$ cat src/rtl/acc_exec_pkg.sv
package acc_exec_pkg;

    localparam int INSTR_W = 14;
    localparam int DATA_W  = 8;
    localparam int FADDR_W = 7;
    localparam int BIT_W   = 3;

    typedef enum logic [4:0] {
        OP_NONE,
        OP_ADD,
        OP_SUB,
        OP_AND,
        OP_IOR,
        OP_XOR,
        OP_COM,
        OP_DEC,
        OP_INC,
        OP_MOV,
        OP_RLF,
        OP_RRF,
        OP_SWAP,
        OP_CLR,
        OP_PASSW,
        OP_BCLR,
        OP_BSET
    } alu_op_e;

    typedef struct packed {
        alu_op_e                op;
        logic                   use_lit;
        logic                   wr_w;
        logic                   wr_f;
        logic                   upd_c;
        logic                   upd_dc;
        logic                   upd_z;
        logic                   skip_on_zero;
        logic                   skip_on_bit;
        logic                   skip_level;
        logic [BIT_W-1:0]       bit_idx;
        logic [FADDR_W-1:0]     addr;
        logic [DATA_W-1:0]      lit;
    } dec_t;

    typedef struct packed {
        logic [DATA_W-1:0] res;
        logic              c;
        logic              dc;
        logic              z;
    } alu_out_t;

    function automatic logic [DATA_W-1:0] bit_mask(input logic [BIT_W-1:0] idx);
        return DATA_W'(1) << idx;
    endfunction

endpackage

$ cat src/rtl/acc_decode.sv
module acc_decode
    import acc_exec_pkg::*;
(
    input  logic [INSTR_W-1:0] instr,
    output dec_t               dec
);

    logic       dbit;
    logic [3:0] opc;

    assign dbit = instr[7];
    assign opc  = instr[11:8];

    always_comb begin
        dec              = '0;
        dec.op           = OP_NONE;
        dec.addr         = instr[FADDR_W-1:0];
        dec.lit          = instr[DATA_W-1:0];
        dec.bit_idx      = instr[9:7];
        unique case (instr[13:12])
            2'b00: begin
                dec.wr_w = !dbit;
                dec.wr_f = dbit;
                unique case (opc)
                    4'b0000: begin
                        dec.wr_w = 1'b0;
                        if (dbit) dec.op = OP_PASSW;
                        else      dec.wr_f = 1'b0;
                    end
                    4'b0001: begin dec.op = OP_CLR;  dec.upd_z = 1'b1; end
                    4'b0010: begin dec.op = OP_SUB;  dec.upd_c = 1'b1; dec.upd_dc = 1'b1; dec.upd_z = 1'b1; end
                    4'b0111: begin dec.op = OP_ADD;  dec.upd_c = 1'b1; dec.upd_dc = 1'b1; dec.upd_z = 1'b1; end
                    4'b0011: begin dec.op = OP_DEC;  dec.upd_z = 1'b1; end
                    4'b1010: begin dec.op = OP_INC;  dec.upd_z = 1'b1; end
                    4'b0100: begin dec.op = OP_IOR;  dec.upd_z = 1'b1; end
                    4'b0101: begin dec.op = OP_AND;  dec.upd_z = 1'b1; end
                    4'b0110: begin dec.op = OP_XOR;  dec.upd_z = 1'b1; end
                    4'b1000: begin dec.op = OP_MOV;  dec.upd_z = 1'b1; end
                    4'b1001: begin dec.op = OP_COM;  dec.upd_z = 1'b1; end
                    4'b1011: begin dec.op = OP_DEC;  dec.skip_on_zero = 1'b1; end
                    4'b1111: begin dec.op = OP_INC;  dec.skip_on_zero = 1'b1; end
                    4'b1100: begin dec.op = OP_RRF;  dec.upd_c = 1'b1; end
                    4'b1101: begin dec.op = OP_RLF;  dec.upd_c = 1'b1; end
                    4'b1110: begin dec.op = OP_SWAP; end
                    default: begin dec.wr_w = 1'b0; dec.wr_f = 1'b0; end
                endcase
            end
            2'b01: begin
                unique case (instr[11:10])
                    2'b00: begin dec.op = OP_BCLR; dec.wr_f = 1'b1; end
                    2'b01: begin dec.op = OP_BSET; dec.wr_f = 1'b1; end
                    2'b10: begin dec.skip_on_bit = 1'b1; dec.skip_level = 1'b0; end
                    default: begin dec.skip_on_bit = 1'b1; dec.skip_level = 1'b1; end
                endcase
            end
            2'b11: begin
                dec.use_lit = 1'b1;
                if (opc[3:1] == 3'b111) begin
                    dec.op = OP_ADD; dec.wr_w = 1'b1;
                    dec.upd_c = 1'b1; dec.upd_dc = 1'b1; dec.upd_z = 1'b1;
                end else if (opc[3:1] == 3'b110) begin
                    dec.op = OP_SUB; dec.wr_w = 1'b1;
                    dec.upd_c = 1'b1; dec.upd_dc = 1'b1; dec.upd_z = 1'b1;
                end else if (opc[3:2] == 2'b00) begin
                    dec.op = OP_MOV; dec.wr_w = 1'b1;
                end else begin
                    unique case (opc)
                        4'b1001: begin dec.op = OP_AND; dec.wr_w = 1'b1; dec.upd_z = 1'b1; end
                        4'b1000: begin dec.op = OP_IOR; dec.wr_w = 1'b1; dec.upd_z = 1'b1; end
                        4'b1010: begin dec.op = OP_XOR; dec.wr_w = 1'b1; dec.upd_z = 1'b1; end
                        default: dec.op = OP_NONE;
                    endcase
                end
            end
            default: dec.op = OP_NONE;
        endcase
    end

endmodule

$ cat src/rtl/acc_alu.sv
module acc_alu
    import acc_exec_pkg::*;
(
    input  alu_op_e             op,
    input  logic [DATA_W-1:0]   opnd,
    input  logic [DATA_W-1:0]   wreg,
    input  logic                c_in,
    input  logic [BIT_W-1:0]    bit_idx,
    output alu_out_t            out
);

    localparam int HALF = DATA_W / 2;

    logic [DATA_W:0] sum_full;
    logic [HALF:0]   sum_low;
    logic [DATA_W:0] dif_full;
    logic [HALF:0]   dif_low;
    logic [DATA_W-1:0] mask;

    assign sum_full = {1'b0, opnd} + {1'b0, wreg};
    assign sum_low  = {1'b0, opnd[HALF-1:0]} + {1'b0, wreg[HALF-1:0]};
    assign dif_full = {1'b0, opnd} - {1'b0, wreg};
    assign dif_low  = {1'b0, opnd[HALF-1:0]} - {1'b0, wreg[HALF-1:0]};
    assign mask     = bit_mask(bit_idx);

    always_comb begin
        out.res = opnd;
        out.c   = c_in;
        out.dc  = 1'b0;
        unique case (op)
            OP_ADD:   begin out.res = sum_full[DATA_W-1:0]; out.c = sum_full[DATA_W]; out.dc = sum_low[HALF]; end
            OP_SUB:   begin out.res = dif_full[DATA_W-1:0]; out.c = !dif_full[DATA_W]; out.dc = !dif_low[HALF]; end
            OP_AND:   out.res = opnd & wreg;
            OP_IOR:   out.res = opnd | wreg;
            OP_XOR:   out.res = opnd ^ wreg;
            OP_COM:   out.res = ~opnd;
            OP_DEC:   out.res = opnd - DATA_W'(1);
            OP_INC:   out.res = opnd + DATA_W'(1);
            OP_RLF:   begin out.res = {opnd[DATA_W-2:0], c_in}; out.c = opnd[DATA_W-1]; end
            OP_RRF:   begin out.res = {c_in, opnd[DATA_W-1:1]}; out.c = opnd[0]; end
            OP_SWAP:  out.res = {opnd[HALF-1:0], opnd[DATA_W-1:HALF]};
            OP_CLR:   out.res = '0;
            OP_PASSW: out.res = wreg;
            OP_BCLR:  out.res = opnd & ~mask;
            OP_BSET:  out.res = opnd | mask;
            default:  out.res = opnd;
        endcase
        out.z = (out.res == '0);
    end

endmodule

$ cat src/rtl/acc_regfile.sv
module acc_regfile #(
    parameter int ADDR_W = 7,
    parameter int DATA_W = 8
) (
    input  logic              clk,
    input  logic              we,
    input  logic [ADDR_W-1:0] waddr,
    input  logic [DATA_W-1:0] wdata,
    input  logic [ADDR_W-1:0] raddr,
    output logic [DATA_W-1:0] rdata
);

    localparam int DEPTH = 1 << ADDR_W;

    logic [DATA_W-1:0] mem [DEPTH];

    always_ff @(posedge clk) begin
        if (we) mem[waddr] <= wdata;
    end

    assign rdata = mem[raddr];

endmodule

$ cat src/rtl/acc_exec_unit.sv
module acc_exec_unit
    import acc_exec_pkg::*;
#(
    parameter int ADDR_W = FADDR_W
) (
    input  logic                clk,
    input  logic                rst,
    input  logic                instr_valid,
    input  logic [INSTR_W-1:0]  instr,
    output logic [DATA_W-1:0]   w_out,
    output logic                rf_we,
    output logic [ADDR_W-1:0]   rf_addr,
    output logic [DATA_W-1:0]   rf_wdata,
    output logic                flag_c,
    output logic                flag_dc,
    output logic                flag_z,
    output logic                skip_req
);

    dec_t              dec;
    alu_out_t          ao;
    logic [DATA_W-1:0] rf_rd;
    logic [DATA_W-1:0] operand;
    logic [DATA_W-1:0] w_q;
    logic              c_q, dc_q, z_q;
    logic              sel_bit;
    logic              byte_cls, bit_cls, out_cls;

    acc_decode u_dec (.instr(instr), .dec(dec));

    acc_regfile #(.ADDR_W(ADDR_W), .DATA_W(DATA_W)) u_rf (
        .clk   (clk),
        .we    (rf_we),
        .waddr (rf_addr),
        .wdata (rf_wdata),
        .raddr (dec.addr[ADDR_W-1:0]),
        .rdata (rf_rd)
    );

    assign operand = dec.use_lit ? dec.lit : rf_rd;

    acc_alu u_alu (
        .op      (dec.op),
        .opnd    (operand),
        .wreg    (w_q),
        .c_in    (c_q),
        .bit_idx (dec.bit_idx),
        .out     (ao)
    );

    always_ff @(posedge clk) begin
        if (rst) begin
            w_q  <= '0;
            c_q  <= 1'b0;
            dc_q <= 1'b0;
            z_q  <= 1'b0;
        end else if (instr_valid) begin
            if (dec.wr_w)   w_q  <= ao.res;
            if (dec.upd_c)  c_q  <= ao.c;
            if (dec.upd_dc) dc_q <= ao.dc;
            if (dec.upd_z)  z_q  <= ao.z;
        end
    end

    assign sel_bit  = operand[dec.bit_idx];
    assign rf_we    = instr_valid && dec.wr_f;
    assign rf_addr  = dec.addr[ADDR_W-1:0];
    assign rf_wdata = ao.res;
    assign skip_req = instr_valid &&
                      ((dec.skip_on_zero && ao.z) ||
                       (dec.skip_on_bit && (sel_bit == dec.skip_level)));

    assign w_out   = w_q;
    assign flag_c  = c_q;
    assign flag_dc = dc_q;
    assign flag_z  = z_q;

    assign byte_cls = instr_valid && (instr[13:12] == 2'b00);
    assign bit_cls  = instr_valid && (instr[13:12] == 2'b01);
    assign out_cls  = instr_valid && (instr[13:12] == 2'b10);

    // destination 0 never writes the file; destination 1 leaves W alone
    p_dest_w_r2: assert property (@(posedge clk) disable iff (rst)
        byte_cls && !instr[7] |-> !rf_we);
    p_dest_f_r2: assert property (@(posedge clk) disable iff (rst)
        byte_cls && instr[7] |=> $stable(w_out));

    // add carry is the ninth bit of the true sum
    p_add_carry_r3: assert property (@(posedge clk) disable iff (rst)
        instr_valid && dec.op == OP_ADD |=>
        flag_c == (({1'b0, $past(operand)} + {1'b0, $past(w_out)}) > 9'd255));

    // subtract carry means no borrow
    p_sub_carry_r4: assert property (@(posedge clk) disable iff (rst)
        instr_valid && dec.op == OP_SUB |=> flag_c == ($past(operand) >= $past(w_out)));

    // zero-only instructions keep C and DC
    p_zonly_r5: assert property (@(posedge clk) disable iff (rst)
        instr_valid && dec.upd_z && !dec.upd_c |=> $stable(flag_c) && $stable(flag_dc));

    // clears always set Z
    p_clr_z_r6: assert property (@(posedge clk) disable iff (rst)
        instr_valid && dec.op == OP_CLR |=> flag_z);

    // rotates touch only carry
    p_rot_r7: assert property (@(posedge clk) disable iff (rst)
        instr_valid && (dec.op == OP_RLF || dec.op == OP_RRF) |=> $stable(flag_dc) && $stable(flag_z));

    // swap and store-W leave every flag
    p_noflag_r8: assert property (@(posedge clk) disable iff (rst)
        instr_valid && (dec.op == OP_SWAP || dec.op == OP_PASSW) |=>
        $stable(flag_c) && $stable(flag_dc) && $stable(flag_z));

    // bit clear/set write the file and leave W
    p_bitwr_r9: assert property (@(posedge clk) disable iff (rst)
        bit_cls && !instr[11] |-> rf_we);

    // bit tests never write
    p_bittest_r10: assert property (@(posedge clk) disable iff (rst)
        bit_cls && instr[11] |-> !rf_we);

    // count-and-test skips only on a zero result
    p_cnt_skip_r11: assert property (@(posedge clk) disable iff (rst)
        skip_req && byte_cls |-> rf_wdata == '0);

    // out-of-scope encodings do nothing
    p_undef_r13: assert property (@(posedge clk) disable iff (rst)
        out_cls |-> !rf_we && !skip_req);
    p_undef_hold_r13: assert property (@(posedge clk) disable iff (rst)
        out_cls |=> $stable(w_out) && $stable(flag_c) && $stable(flag_dc) && $stable(flag_z));

    // idle cycles hold state
    p_idle_r14: assert property (@(posedge clk) disable iff (rst)
        !instr_valid |-> !rf_we && !skip_req);
    p_idle_hold_r14: assert property (@(posedge clk) disable iff (rst)
        !instr_valid |=> $stable(w_out) && $stable(flag_c) && $stable(flag_z));

endmodule

$ cat config.mk
export PLATFORM = sky130hd
export DESIGN_NAME = acc_exec_unit
export DESIGN_NICKNAME = d
export VERILOG_FILES = /design/src/rtl/acc_exec_pkg.sv /design/src/rtl/acc_decode.sv /design/src/rtl/acc_alu.sv /design/src/rtl/acc_regfile.sv /design/src/rtl/acc_exec_unit.sv
export SDC_FILE = /design/constraint.sdc
export NUM_CORES = 1
export LEC_CHECK = 0
export ABC_AREA = 1
export BUFFER_PORTS_ARGS = -buffer_cell sky130_fd_sc_hd__buf_2
export CAP_MARGIN = 30
export CORE_MARGIN = 5
export CORE_UTILIZATION = 40
export CTS_CLUSTER_DIAMETER = 150
export DETAILED_ROUTE_END_ITERATION = 10
export HOLD_SLACK_MARGIN = 0.02
export PLACE_DENSITY_LB_ADDON = 0.25
export SLEW_MARGIN = 20
export SYNTH_ARGS = -nofsm -noshare
export SYNTH_HDL_FRONTEND = slang
export SYNTH_SLANG_ARGS = --single-unit
$ cat constraint.sdc
create_clock -name clk -period 9.7 [get_ports clk]
set_clock_uncertainty 0.2 [all_clocks]
set_input_delay 1.455 -clock clk [delete_from_list [all_inputs] [get_ports clk]]
set_output_delay 1.455 -clock clk [all_outputs]
set_load 0.005 [all_outputs]
# Word level (Yosys, flattened, before mapping)
# Memory sizes are Yosys's and may differ from the RTL's.
# Cells that the tools add are included.
[word_totals]
register_bits = 11
latch_bits = 0
mem_bits_rw = 1024
mem_bits_ro = 0
in_bits = 17
output_inout_bits = 28
wordCells = 120
mem_count = 1
[op_classes]
n_addsub = 6
n_mul = 0
n_div = 0
n_lt_le_gt_ge = 1
eq_ne = 37
n_shift = 1
mux = 38
bitwise_logic = 7
reduce_logical = 25
[memory_table]
columns = ["name", "depth", "width", "rd", "rd_ports_with_merged_regs", "wr", "line_no", "source"]
rows = [
  ["u_rf.mem", 128, 8, 1, 0, 1, "acc_regfile.sv:15", "logic [DATA_W-1:0] mem [DEPTH];"],
]
[op_table]
columns = ["operator", "count"]
rows = [
  ["$pmux W8 S15", 1],
  ["$pmux W5 S14", 1],
  ["$eq A5 B4 Y1 const B", 7],
  ["$eq A4 B4 Y1 const B", 8],
  ["$eq A5 B3 Y1 const B", 4],
  ["$mux W1", 17],
  ["$and A8 B8 Y8", 2],
  ["$eq A4 B3 Y1 const B", 4],
  ["$not A8 Y8", 2],
  ["$or A8 B8 Y8", 2],
  ["$pmux W5 S3", 1],
  ["$eq A5 B2 Y1 const B", 2],
  ["$mux W5", 2],
  ["$pmux W5 S2", 1],
  ["$reduce_or A10 Y1", 1],
  ["$reduce_or A2 Y1", 5],
  ["$add A8 B8 Y9", 1],
  ["$pmux W3 S3", 1],
  ["$sub A8 B8 Y9", 1],
  ["$add A8 B1 Y8 const B", 1],
  ["$eq A4 B2 Y1 const B", 2],
  ["$logic_not A8 Y1", 1],
  ["$mux W4", 2],
  ["$mux W8", 1],
  ["other kinds (30)", 45],
]

# Longest topological paths before layout
# Gate-level depths: netlist of the first run.
[logic_depth]
depth_word = 12
ltp_mapped = 36
ltp_nobuf = 32

# Hierarchy
# From an unflattened synthesis of the first run, not the netlist that was laid out.
[unflattened]
hier_cells = 4269
hier_area_um2 = 45497.4
[by_module_without_submodules]
columns = ["mod", "n_inst", "cells_each", "area_each_um2", "seq_area_each_um2"]
rows = [
  ["acc_regfile", 1, 3567, 41944.0, 30749.5],
  ["acc_alu", 1, 492, 2348.5, 0.0],
  ["acc_exec_unit", 1, 104, 658.1, 220.2],
  ["acc_decode", 1, 106, 546.8, 0.0],
]

# Worst setup path before layout of the first run
# No wires, ideal clock.
[synth_path]
path_type = "input-to-output"
from = "input instr[0]"
to = "output skip_req"
arrival_ps = 6628
required_ps = 8045
path_slack_ps = 1417
path_stages = 31
n_path_buf = 3
cell_sequence = "buf_6 -> buf_6 -> buf_6 -> or2_2 -> nand3_1 -> nand2_1 -> nor2_1 -> nor2_1 -> nor2_1 -> nand2_1 -> nand2_1 -> nand3_2 -> o21bai_4 -> inv_1 -> ha_1 -> inv_1 -> a21oi_1 -> nand2_1 -> nand2_1 -> nand2_1 -> a21oi_1 -> or2_2 -> nand3_1 -> o21ai_0 -> a21oi_1 -> nand4_1 -> nor3_1 -> a21oi_2 -> nor2_1 -> nand4_1 -> a21oi_1"
[synth_lines]
columns = ["element", "line_no", "source"]
rows = [
  ["from (decl)", "acc_exec_unit.sv:9", "input logic [INSTR_W-1:0] instr,"],
  ["to (decl)", "acc_exec_unit.sv:17", "output logic skip_req"],
]

# Final worst setup path of the first run
[layout_path]
from = "input instr[4]"
to = "output skip_req"
[layout_via]
elab_chain_len = 8
elab_cells_between_ends = 21
cone_classes = "4 x add/sub; 1 x eq/ne; 4 x mux; 6 x bitwise; 5 x reduce/logical; 1 x memory"
[layout_lines]
columns = ["element", "line_no", "source"]
rows = [
  ["$mem_v2 Z128 W8", "--", ""],
  ["$mux W8 *", "acc_exec_unit.sv:40", "assign operand = dec.use_lit ? dec.lit : rf_rd;"],
  ["$add A8 B1 Y8 (tied with other cells)", "acc_alu.sv:38", "OP_INC: out.res = opnd + DATA_W'(1);"],
  ["$pmux W8 S15 / $mux W1 (equally long branches)", "acc_alu.sv:30, acc_exec_unit.sv:65", ""],
  ["$logic_not A8 Y1 / $eq A1 B1 Y1 (equally long branches)", "acc_alu.sv:48, acc_exec_unit.sv:71", ""],
  ["$logic_and A1 B1 Y1 (on tied branches)", "acc_exec_unit.sv:70, acc_exec_unit.sv:71", ""],
  ["$logic_or A1 B1 Y1 *", "acc_exec_unit.sv:70", "((dec.skip_on_zero && ao.z) ||"],
  ["$logic_and A1 B1 Y1 *", "acc_exec_unit.sv:69", "assign skip_req = instr_valid &&"],
]
# Mark *: on every way between the ends. The rest lies on a longest branch, timed or not. The select of a mux whose other input is x is not followed.

==> results of run 1 <==
metrics by stage:
stage | setup slack, ns | utilization, % | area [um^2]
2_1_floorplan | 1.42 | - | 45000
3_3_place_gp | 1.10 | 41.9 | 47000
3_5_place_dp | 1.06 | 42.0 | 47100
4_1_cts | 1.05 | 44.9 | 50400
5_1_grt | 0.523 | 45.0 | 50500
6_report | 0.937 | 45.0 | 50500
routing by layer:
metal	wire (um)	vias up	part of all wire, %	global-route usage [%]
li1	-	14493	-	-
met1	58100	15278	42	31.7
met2	63100	1479	46	35.4
met3	11800	244	8.6	3.61
met4	4630	2	3.4	7.34
met5	14	-	0.010	0
cells in the mapped netlist, types with 3 or more instances:
library cell	number
sky130_fd_sc_hd__nand2_1	1645
sky130_fd_sc_hd__edfxtp_1	1024
sky130_fd_sc_hd__nor2_1	399
sky130_fd_sc_hd__inv_1	256
sky130_fd_sc_hd__a21oi_1	154
sky130_fd_sc_hd__nand3_1	151
sky130_fd_sc_hd__o21ai_0	100
sky130_fd_sc_hd__buf_2	97
sky130_fd_sc_hd__o21ai_1	69
sky130_fd_sc_hd__nand4_1	51
sky130_fd_sc_hd__clkbuf_1	45
sky130_fd_sc_hd__a22oi_1	42
sky130_fd_sc_hd__buf_4	29
sky130_fd_sc_hd__ha_1	26
sky130_fd_sc_hd__o211ai_1	24
sky130_fd_sc_hd__or2_2	20
sky130_fd_sc_hd__inv_2	14
sky130_fd_sc_hd__buf_6	13
sky130_fd_sc_hd__buf_1	12
sky130_fd_sc_hd__dfxtp_1	11
sky130_fd_sc_hd__nor2_2	10
sky130_fd_sc_hd__nor3_1	9
sky130_fd_sc_hd__or2_0	8
sky130_fd_sc_hd__nand2_2	7
sky130_fd_sc_hd__clkinv_1	4
sky130_fd_sc_hd__nand3b_1	4
sky130_fd_sc_hd__or2_1	4
sky130_fd_sc_hd__a21boi_0	3
sky130_fd_sc_hd__a22o_1	3
sky130_fd_sc_hd__a31oi_1	3
sky130_fd_sc_hd__nor2_4	3
logic make-up (layout without fill, tap and decap cells):
group / after synthesis / after routing / synth area share [%]
xor+xnor: 2 / 2 / 0.0389
flops: 1035 / 1035 / 68.8
simple gates: 2315 / 2315 / 20.4
fa+ha+maj: 28 / 28 / 0.812
compound gates: 418 / 418 / 5.23
buf+inv: 472 / 631 / 4.68
cell usage in the layout (no fill, tap or decap), types with 3 or more instances in the layout:
master	synthesis	routed
sky130_fd_sc_hd__nand2_1	1645	1641
sky130_fd_sc_hd__edfxtp_1	1024	1024
sky130_fd_sc_hd__nor2_1	399	390
sky130_fd_sc_hd__inv_1	256	250
sky130_fd_sc_hd__a21oi_1	154	153
sky130_fd_sc_hd__nand3_1	151	151
sky130_fd_sc_hd__clkbuf_16	0	109
sky130_fd_sc_hd__buf_4	29	102
sky130_fd_sc_hd__o21ai_0	100	100
sky130_fd_sc_hd__o21ai_1	69	69
sky130_fd_sc_hd__nand4_1	51	51
sky130_fd_sc_hd__a22oi_1	42	42
sky130_fd_sc_hd__buf_2	97	41
sky130_fd_sc_hd__clkinv_1	4	30
sky130_fd_sc_hd__ha_1	26	26
sky130_fd_sc_hd__o211ai_1	24	24
sky130_fd_sc_hd__clkbuf_1	45	24
sky130_fd_sc_hd__clkinv_2	0	22
sky130_fd_sc_hd__or2_2	20	20
sky130_fd_sc_hd__inv_2	14	13
sky130_fd_sc_hd__nor2_2	10	11
sky130_fd_sc_hd__nor2_4	3	11
sky130_fd_sc_hd__nand2_2	7	11
sky130_fd_sc_hd__dfxtp_1	11	11
sky130_fd_sc_hd__buf_12	0	10
sky130_fd_sc_hd__nor3_1	9	9
sky130_fd_sc_hd__inv_4	2	8
sky130_fd_sc_hd__or2_0	8	8
sky130_fd_sc_hd__bufinv_16	0	6
sky130_fd_sc_hd__inv_6	0	5
sky130_fd_sc_hd__or2_1	4	4
sky130_fd_sc_hd__nand3b_1	4	4
sky130_fd_sc_hd__clkinvlp_4	0	4
sky130_fd_sc_hd__clkinv_8	0	3
sky130_fd_sc_hd__a21boi_0	3	3
sky130_fd_sc_hd__a22o_1	3	3
sky130_fd_sc_hd__a31oi_1	3	3
sequential cells by signal, summed over array words and instances, names as in the netlist:
signal / count
flag_c: 1
flag_dc: 1
flag_z: 1
u_rf.mem: 1024
w_out: 8
worst max path at each step:
stage | start | to | slack [ns] | depth (start not counted)
finish | instr[4] | skip_req | 0.94 | 28
global route | instr[0] | skip_req | 0.52 | 30
CTS | instr[0] | skip_req | 1.05 | 30
detailed placement | instr[0] | skip_req | 1.06 | 32
global placement | instr[2] | skip_req | 1.10 | 34
floorplan | instr[0] | skip_req | 1.42 | 31
where the power goes:
part           switching [uW]  total, uW  internal, uW  leakage (uW)
logic                    1100       1340           238       0.00835
registers                4.86       5390          5390       0.00932
clock network            1750       3980          2230       0.00164
total                    2860      10700          7850        0.0193
area by class of cell:
| type | count | area (um^2) | share of cell area (%) |
|---|---|---|---|
| tap | 1500 | 1880 | 3.72 |
| timing repair buffer | 155 | 1200 | 2.37 |
| inverter | 276 | 1070 | 2.12 |
| sequential | 1035 | 31000 | 61.3 |
| multi-input combinational | 2763 | 12000 | 23.8 |
| clock inverter | 67 | 534 | 1.06 |
| clock buffer | 133 | 2820 | 5.58 |
tightest hold or removal path: stages, from the launching register on:
cell,delay (ns)
sky130_fd_sc_hd__dfxtp_1,0.35
sky130_fd_sc_hd__nand2_1,0.08
sky130_fd_sc_hd__a21oi_1,0.05
==> results.txt, run 1 <==
- The flow ran to the end, and the final reports show no timing, DRC or antenna violations.
* Global-route congestion overflow total: 0
- Setup slack on the worst reg-to-reg path comes out at roughly 3.2 ns.
* Vert. Die Dim: between 300 and 400 um
* Category of cells accounting for the largest share of critical-path delay: simple AND/OR/NAND/NOR gates
- Entering global routing, the biggest net connects between 100 and 150 pins.
- Worst skew pair latency: 0.71 ns
- CTS saw between 1,000 and 1,500 sinks.
- RSZ-0062 raised after global routing: no
- Counting instances, the worst hold path has a depth of 2.
- Number of instances in the placed design: about 5,700
* Remaining antenna violation count after routing: 0
* Routed wirelength normalized by instance count: 23.2 um
* Final setup violation count: 0
* Number of hold violations in the final report: 0
- In the final layout, the share of cells above drive strength 1 is 8.76%.
- Initial antenna violation count: 4
- The count of pins over their slew limit was 0.
- In this run the worst path has a maximum fanout of 8.
* Number of buffers inserted for hold repair after clock tree synthesis: 0
- Worst hold-check slack: 0.326 ns
- After synthesis, the largest area contributor takes up between 60% and 70% of total cell area.
- Count of boundary I/O pins: 45
- At the pin with the least slew margin, the transition time is just over 1 ns.
* Via density per instance: 5.31
- In this design, the critical path's most frequently occurring cell is sky130_fd_sc_hd__nand2_1.
* # DRC: 0
- The startpoint identified for the worst register-to-register timing path is u_rf.mem[84][2].
- The worst hold path terminates at flag_c.
* Post-Synthesis Cell Area: 45,000 um^2
* Delay of the slowest critical-path stage: about 0.68 ns
- Number of distinct library cells after synthesis: 50
- Subtracting the final worst setup slack from the clock period gives 8.76 ns.
* Seq/Total Area, Yosys: 68.8%
- Once the clock tree was built, the resizer swapped 0 gates to a different size.
* Crit end category: output pin
- ANT cells: 0
- First-pass GRT wire length: ~200,000 um
* Terminus of the critical flop-to-flop path: u_rf.mem[28][6]
- After filler insertion, the fill cell instance count of the layout stands at 10,421.
- STA classifies the critical path startpoint as an input pin.
* Clock tree from TritonCTS: done
* Data required time at the worst endpoint: 8.05 ns
- The synthesized design contains 1,024 enable-type register cells.
- Ranking of synthesized cells by area: sky130_fd_sc_hd__edfxtp_1 (68%), sky130_fd_sc_hd__nand2_1 (14%), sky130_fd_sc_hd__nor2_1 (3.3%), sky130_fd_sc_hd__inv_1 (2.1%), sky130_fd_sc_hd__a21oi_1 (1.7%)
- Peak supply drop: around 140 uV
- Compared with the post-synthesis result, the final layout area differs by 12.2%.
- Data on the critical path arrives at its endpoint at 7.11 ns.
* Net count reported at finish: 4,385
* Starting Density: 40.1%
- For the worst flop-to-flop path, the logic depth is 27.
- Hold Startpoint: flag_c
* Number of placement rows: 123
- Together, buffers and inverters on the worst path number 5.
* Avg Synthesized Cell Area: 10.5 um^2
* Initial detailed-routing violation count: 3,704
* Leakage power: ~0.019 uW
- Yosys warns: 0
* Inserted Clock Buffers: 109
* Worst-path cell with the longest stage delay: sky130_fd_sc_hd__nor2_2
- The core region is 112,000 um^2.
- In this run the tool buffered the top-level ports with 44 buffer cells.
- The H-tree was split into 3 levels.
- Global router's overall resource usage: between 20% and 30%
- The floorplan step set the die width to between 300 and 400 um.
- Of all cell types, the one taking the most synthesized area is sky130_fd_sc_hd__edfxtp_1.
- Flip-flop and latch count after synthesis: approximately 1,000
- Highest clock rate: approximately 110 MHz
- Number of nets in the synthesized netlist: 4,315
* Root cell of the clock tree: sky130_fd_sc_hd__clkbuf_16
- Most used flip-flop cell after synthesis: sky130_fd_sc_hd__edfxtp_1
- In this run the post-CTS setup repair buffer count came out at 0.
- Classification of the worst setup path: input pin to output pin
- Max-cap check violation count: 0
- Final Non-Filler Cells: 5,929
* Area of the die: 119,000 um^2
- Share of the clock period used by the worst path: 90.3%
- Number of standard cells after synthesis: ~4,300
- Fraction of synthesis flops using an asynchronous set or reset pin: 0%
* Path class of the lowest-slack min-delay path: register to register
- Final wirelength: 138,000 um
* Number of buffers on the longest clock path: 3
- HPWL after DPL: 85,800 um
- Headroom to the max-slew limit came out at 32.2%.
- Via count: 31,496
- Fin Setup TNS: 0 ns
- For this design the ratio of total power to cell area is 212 nW/um^2.
* Number of global-route vias before repair: 29,200
* Total power: ~11,000 uW
* Clock-pin slew reported for the worst setup and hold paths after clock tree synthesis: 0.06 ns
* Weighted congestion at the end of routability-driven global placement: 0.959
- First-pass iteration count of the detailed router: 6
No activity file was read; power rests on OpenSTA's default activity.
==> run 2: changes to the inputs <==
--- a/config.mk
+++ b/config.mk
@@ -5,13 +5,14 @@
 export SDC_FILE = /design/constraint.sdc
 export NUM_CORES = 1
 export LEC_CHECK = 0
-export ABC_AREA = 1
 export BUFFER_PORTS_ARGS = -buffer_cell sky130_fd_sc_hd__buf_2
 export CAP_MARGIN = 30
+export CORE_ASPECT_RATIO = 2
 export CORE_MARGIN = 5
 export CORE_UTILIZATION = 40
 export CTS_CLUSTER_DIAMETER = 150
 export DETAILED_ROUTE_END_ITERATION = 10
+export GPL_TIMING_DRIVEN = 0
 export HOLD_SLACK_MARGIN = 0.02
 export PLACE_DENSITY_LB_ADDON = 0.25
 export SLEW_MARGIN = 20
==> run 2 against run 1 <==
  * The flow now finishes with violations (negative setup slack)
  * Clock-buffer cell count decreased by 25
  * Flip-flop and latch count unchanged
  * Clock power about the same
  * Final area increased by 4.4%
  * Synthesized cell count decreased by 35%
  * Global-route usage increased by 15 points
  * Core utilization increased by 3.1 points
  * Critical endpoint unchanged
  * Largest power group unchanged
  * Highest routed layer unchanged
==> results.txt, run 2 <==
- After synthesis, flip-flops and latches occupy 70.5% of the total area.
- Prior to clock tree synthesis, the placed netlist has a worst setup slack of -2.84 ns.
- Transition time at the pin with the least slew margin: roughly 1.1 ns
* Largest reg by FF count: u_rf.mem
- Via count: 31,336
- Using the TritonRoute via totals, the vias-per-cell ratio works out to 6.86.
* # DRC: 0
* Hold Startpoint: flag_z
- The setup check on the worst reg-to-reg path leaves a slack of 2.91 ns.
* Inserted Clock Buffers: 93
- Entering global routing, the biggest net connects approximately 80 pins.
- Most common cell in the netlist: sky130_fd_sc_hd__edfxtp_1
- Once the floorplan was initialized, standard cells occupied 40.1% of the core.
* Number of global-route vias before repair: 30,403
- Worst min-delay path endpoint: flag_z
* Leading cell type in the layout, fill and taps excluded: sky130_fd_sc_hd__edfxtp_1
- In the synthesized netlist the async set-or-reset flop fraction comes to 0%.
- Terminus of the critical flop-to-flop path: u_rf.mem[6][6]
* Top library cells by usage in the layout, fill and taps aside: sky130_fd_sc_hd__edfxtp_1 (1,024), sky130_fd_sc_hd__nor2_1 (191), sky130_fd_sc_hd__mux2i_1 (147), sky130_fd_sc_hd__buf_4 (133), sky130_fd_sc_hd__nand2_1 (113)
* Worst-case reg-to-reg path depth: 24
- The worst hold path was traced through 2 stages.
- Run status: complete, but fails checks
- In this run the worst hold path is classified as register to register.
- Root cell of the clock tree: sky130_fd_sc_hd__clkbuf_16
- Dividing total power by cell area gives a power density of around 210 nW/um^2.
- The synthesized design devotes to its leading area cell type 70.0% of total area.
* Initial detailed-routing violation count: 4,388
- 45 I/O pins were placed.
- Crit end category: output pin
* DIE WIDTH: 244 um
* Initial antenna violation count: 17
- Number of nets in the synthesized netlist: ~2,800
* Net count reported at finish: 3,134
- At the worst endpoint, the required time is between 8 and 9 ns.
- The worst path uses 101% of the clock period.
- Startpoint of the worst-slack reg-to-reg timing path: u_rf.mem[19][2]
- Max-Slew Margin vs Limit: a little over a quarter
- Peak supply drop: 138 uV
- Synthesis produced between 2,000 and 3,000 cells.
- The worst setup path is launched from an input pin.
- First-pass GRT wire length: about 290,000 um
* First-pass iteration count of the detailed router: 8
* Clock tree from TritonCTS: done
- Global router's overall resource usage: 37.7%
- Delay of the slowest critical-path stage: 0.43 ns
- Highest clock rate: 103 MHz
* Vert. Die Dim: 479 um
* Final wirelength: 226,000 um
- Total power: about 11,000 uW
- Routed wirelength normalized by instance count: 49.4 um
- Weighted congestion at the end of routability-driven global placement: 1.05
* Classification of the worst setup path: input pin to output pin
* Worst-path cell with the longest stage delay: sky130_fd_sc_hd__nand4_1
- At the worst endpoint, the arrival time is ~8.1 ns.
* End-of-flow core utilization: 48.1%
* Time the worst path needs with I/O delays and setup: roughly 10 ns
- Among all flip-flop cells after synthesis, the most frequent one is sky130_fd_sc_hd__edfxtp_1.
- In this run the worst path has a maximum fanout of 49.
* Largest register FFs: 1,024
* Number of distinct library cells after synthesis: 98
- The synthesized design contains 1,024 enable-type register cells.
- Count of buffer and inverter cells on the critical path: 13
* Violations in the final reports: negative setup slack
- HPWL after DPL: 160,000 um
* Remaining antenna violation count after routing: 0
* Worst skew pair latency: between 0.7 and 0.8 ns
- Count of port buffers added during placement: 41
* DP Area: approximately 47,000 um^2
- Ranking of synthesized cells by area: sky130_fd_sc_hd__edfxtp_1 (70%), sky130_fd_sc_hd__mux2i_1 (3.6%), sky130_fd_sc_hd__mux4_2 (2.6%), sky130_fd_sc_hd__mux2_2 (1.8%), sky130_fd_sc_hd__a221oi_1 (1.8%)
- Summed over all layers, the global routing overflow is 0.
- The H-tree generated during clock tree synthesis spans 3 levels.
- Leakage power: approximately 0.017 uW
- Worst path setup slack after routing: -0.0514 ns
- Of the cells placed in the final design, the portion with a size suffix greater than 1 is 25.4%.
- Clk sinks: 1,035
- Core area: 110,000 um^2
- Area of the die: 117,000 um^2
* Yosys warns: 0
- In this run, synthesis produced a sequential element count of approximately 1,000.
- Counting along the longest clock path gives a buffer depth of 3.
- The final number of hold-violating endpoints was 0.
* Category of cells accounting for the largest share of critical-path delay: buffers and inverters
- Counting stages on the worst path, the most repeated cell is sky130_fd_sc_hd__buf_8.
- Slew Limit Fails: 0
- Number of filler instances in the final layout: 9,363
* Finished Cell Area: 52,700 um^2
- Synth area leader: sky130_fd_sc_hd__edfxtp_1
- The area growth from synthesis to layout is 20.1%.
- Ranked by instance count, the synthesized netlist is headed by sky130_fd_sc_hd__edfxtp_1 (1,024), sky130_fd_sc_hd__nor2_1 (208), sky130_fd_sc_hd__mux2i_1 (156).
- Setup violations remaining at the end of the flow were counted as 1.
* Clock-pin slew reported for the worst setup and hold paths after clock tree synthesis: ~0.07 ns
- Number of placement rows: 172
- The cell area that synthesis handed to floorplanning was ~44,000 um^2.
- Max-cap check violation count: 0
- For this design, the CTS-stage hold fixing added 0 buffers.
- Dividing the synthesized area by the synthesized cell count gives 15.7 um^2.
-- run 2: cell count changes in the layout (fill, tap and decap cells not counted), moves of 75 or more --
| cell | change |
|---|---|
| sky130_fd_sc_hd__a221oi_1 | +75 |
| sky130_fd_sc_hd__nand2_1 | -1528 |
| sky130_fd_sc_hd__nand3_1 | -106 |
| sky130_fd_sc_hd__inv_1 | -216 |
| sky130_fd_sc_hd__mux2i_1 | +147 |
| sky130_fd_sc_hd__nor2_1 | -199 |
-- run 2: layout make-up --
type | count | area [um^2] | area share, %
buffer | 201 | 2220 | 4.22
timing repair buffer | 200 | 1930 | 3.67
sequential | 1035 | 31000 | 58.7
clock inverter | 68 | 801 | 1.52
tap | 1392 | 1740 | 3.30
multi-input combinational | 1513 | 12400 | 23.6
antenna | 9 | 22.5 | 0.0427
clock buffer | 108 | 2400 | 4.56
inverter | 45 | 196 | 0.372
-- run 2: metrics by stage --
| stage | instances | TNS [ns] | hold slack (ns) |
|---|---|---|---|
| 2_1_floorplan | 2795 | -1.61 | 0.278 |
| 3_3_place_gp | 4228 | -6028.07 | 0.286 |
| 3_5_place_dp | 4329 | -434.68 | 0.285 |
| 4_1_cts | 4528 | 0 | 0.300 |
| 5_1_grt | 4563 | -0.0181 | 0.324 |
| 6_report | 4571 | -0.0514 | 0.300 |
-- run 2: worst max path at each step --
stage	from	cells after the start	slack [ns]	to
6_report	instr[0]	30	-0.05	skip_req
3_5_place_dp	instr[2]	28	-2.84	skip_req
4_1_cts	instr[1]	34	0.005	skip_req
5_1_grt	instr[0]	29	-0.02	skip_req
2_1_floorplan	instr[0]	26	-0.89	skip_req
3_3_place_gp	instr[2]	25	-10.62	skip_req
-- run 2: logic make-up (layout without fill, tap and decap cells) --
logic type / Yosys count / after routing / synth area share [%]
buffers and inverters: 249 / 622 / 3.07
other: 0 / 9 / 0
multiplexers: 291 / 291 / 8.59
adder cells (fa/ha/maj): 28 / 28 / 0.832
XOR/XNOR: 8 / 8 / 0.160
AND/OR/NAND/NOR: 535 / 536 / 5.83
flip-flops: 1035 / 1035 / 70.5
AO/OA/AOI/OAI: 649 / 650 / 11.0
-- run 2: worst min-delay path, delay by kind of cell (launching register included) --
kind / cells / cell delay, ns
AOI/OAI and AO/OA: 1 / 0.06
DFF: 1 / 0.31
and+or+nand+nor: 1 / 0.09
-- run 2: report_power, final --
part | leakage, uW | internal (uW) | switching [uW]
logic | 0.00661 | 543 | 1360
clock network | 0.00154 | 2180 | 1800
registers | 0.00930 | 5300 | 7.10
-- run 2: repair_timing --
item                                    4_1_cts  5_1_grt
gates cloned                                  2        1
setup buffers                                24       20
gates resized for setup                     315       92
pin swaps                                    25       22
endpoints found under the setup margin      340        1
-- run 2: per-layer routing --
layer | vias up | wire [um] | track usage [%]
li1 | 11890 | - | -
met1 | 15899 | 67800 | 37.8
met2 | 2521 | 106000 | 61.4
met3 | 1016 | 21200 | 9.32
met4 | 10 | 30500 | 39.2
met5 | - | 61 | 0
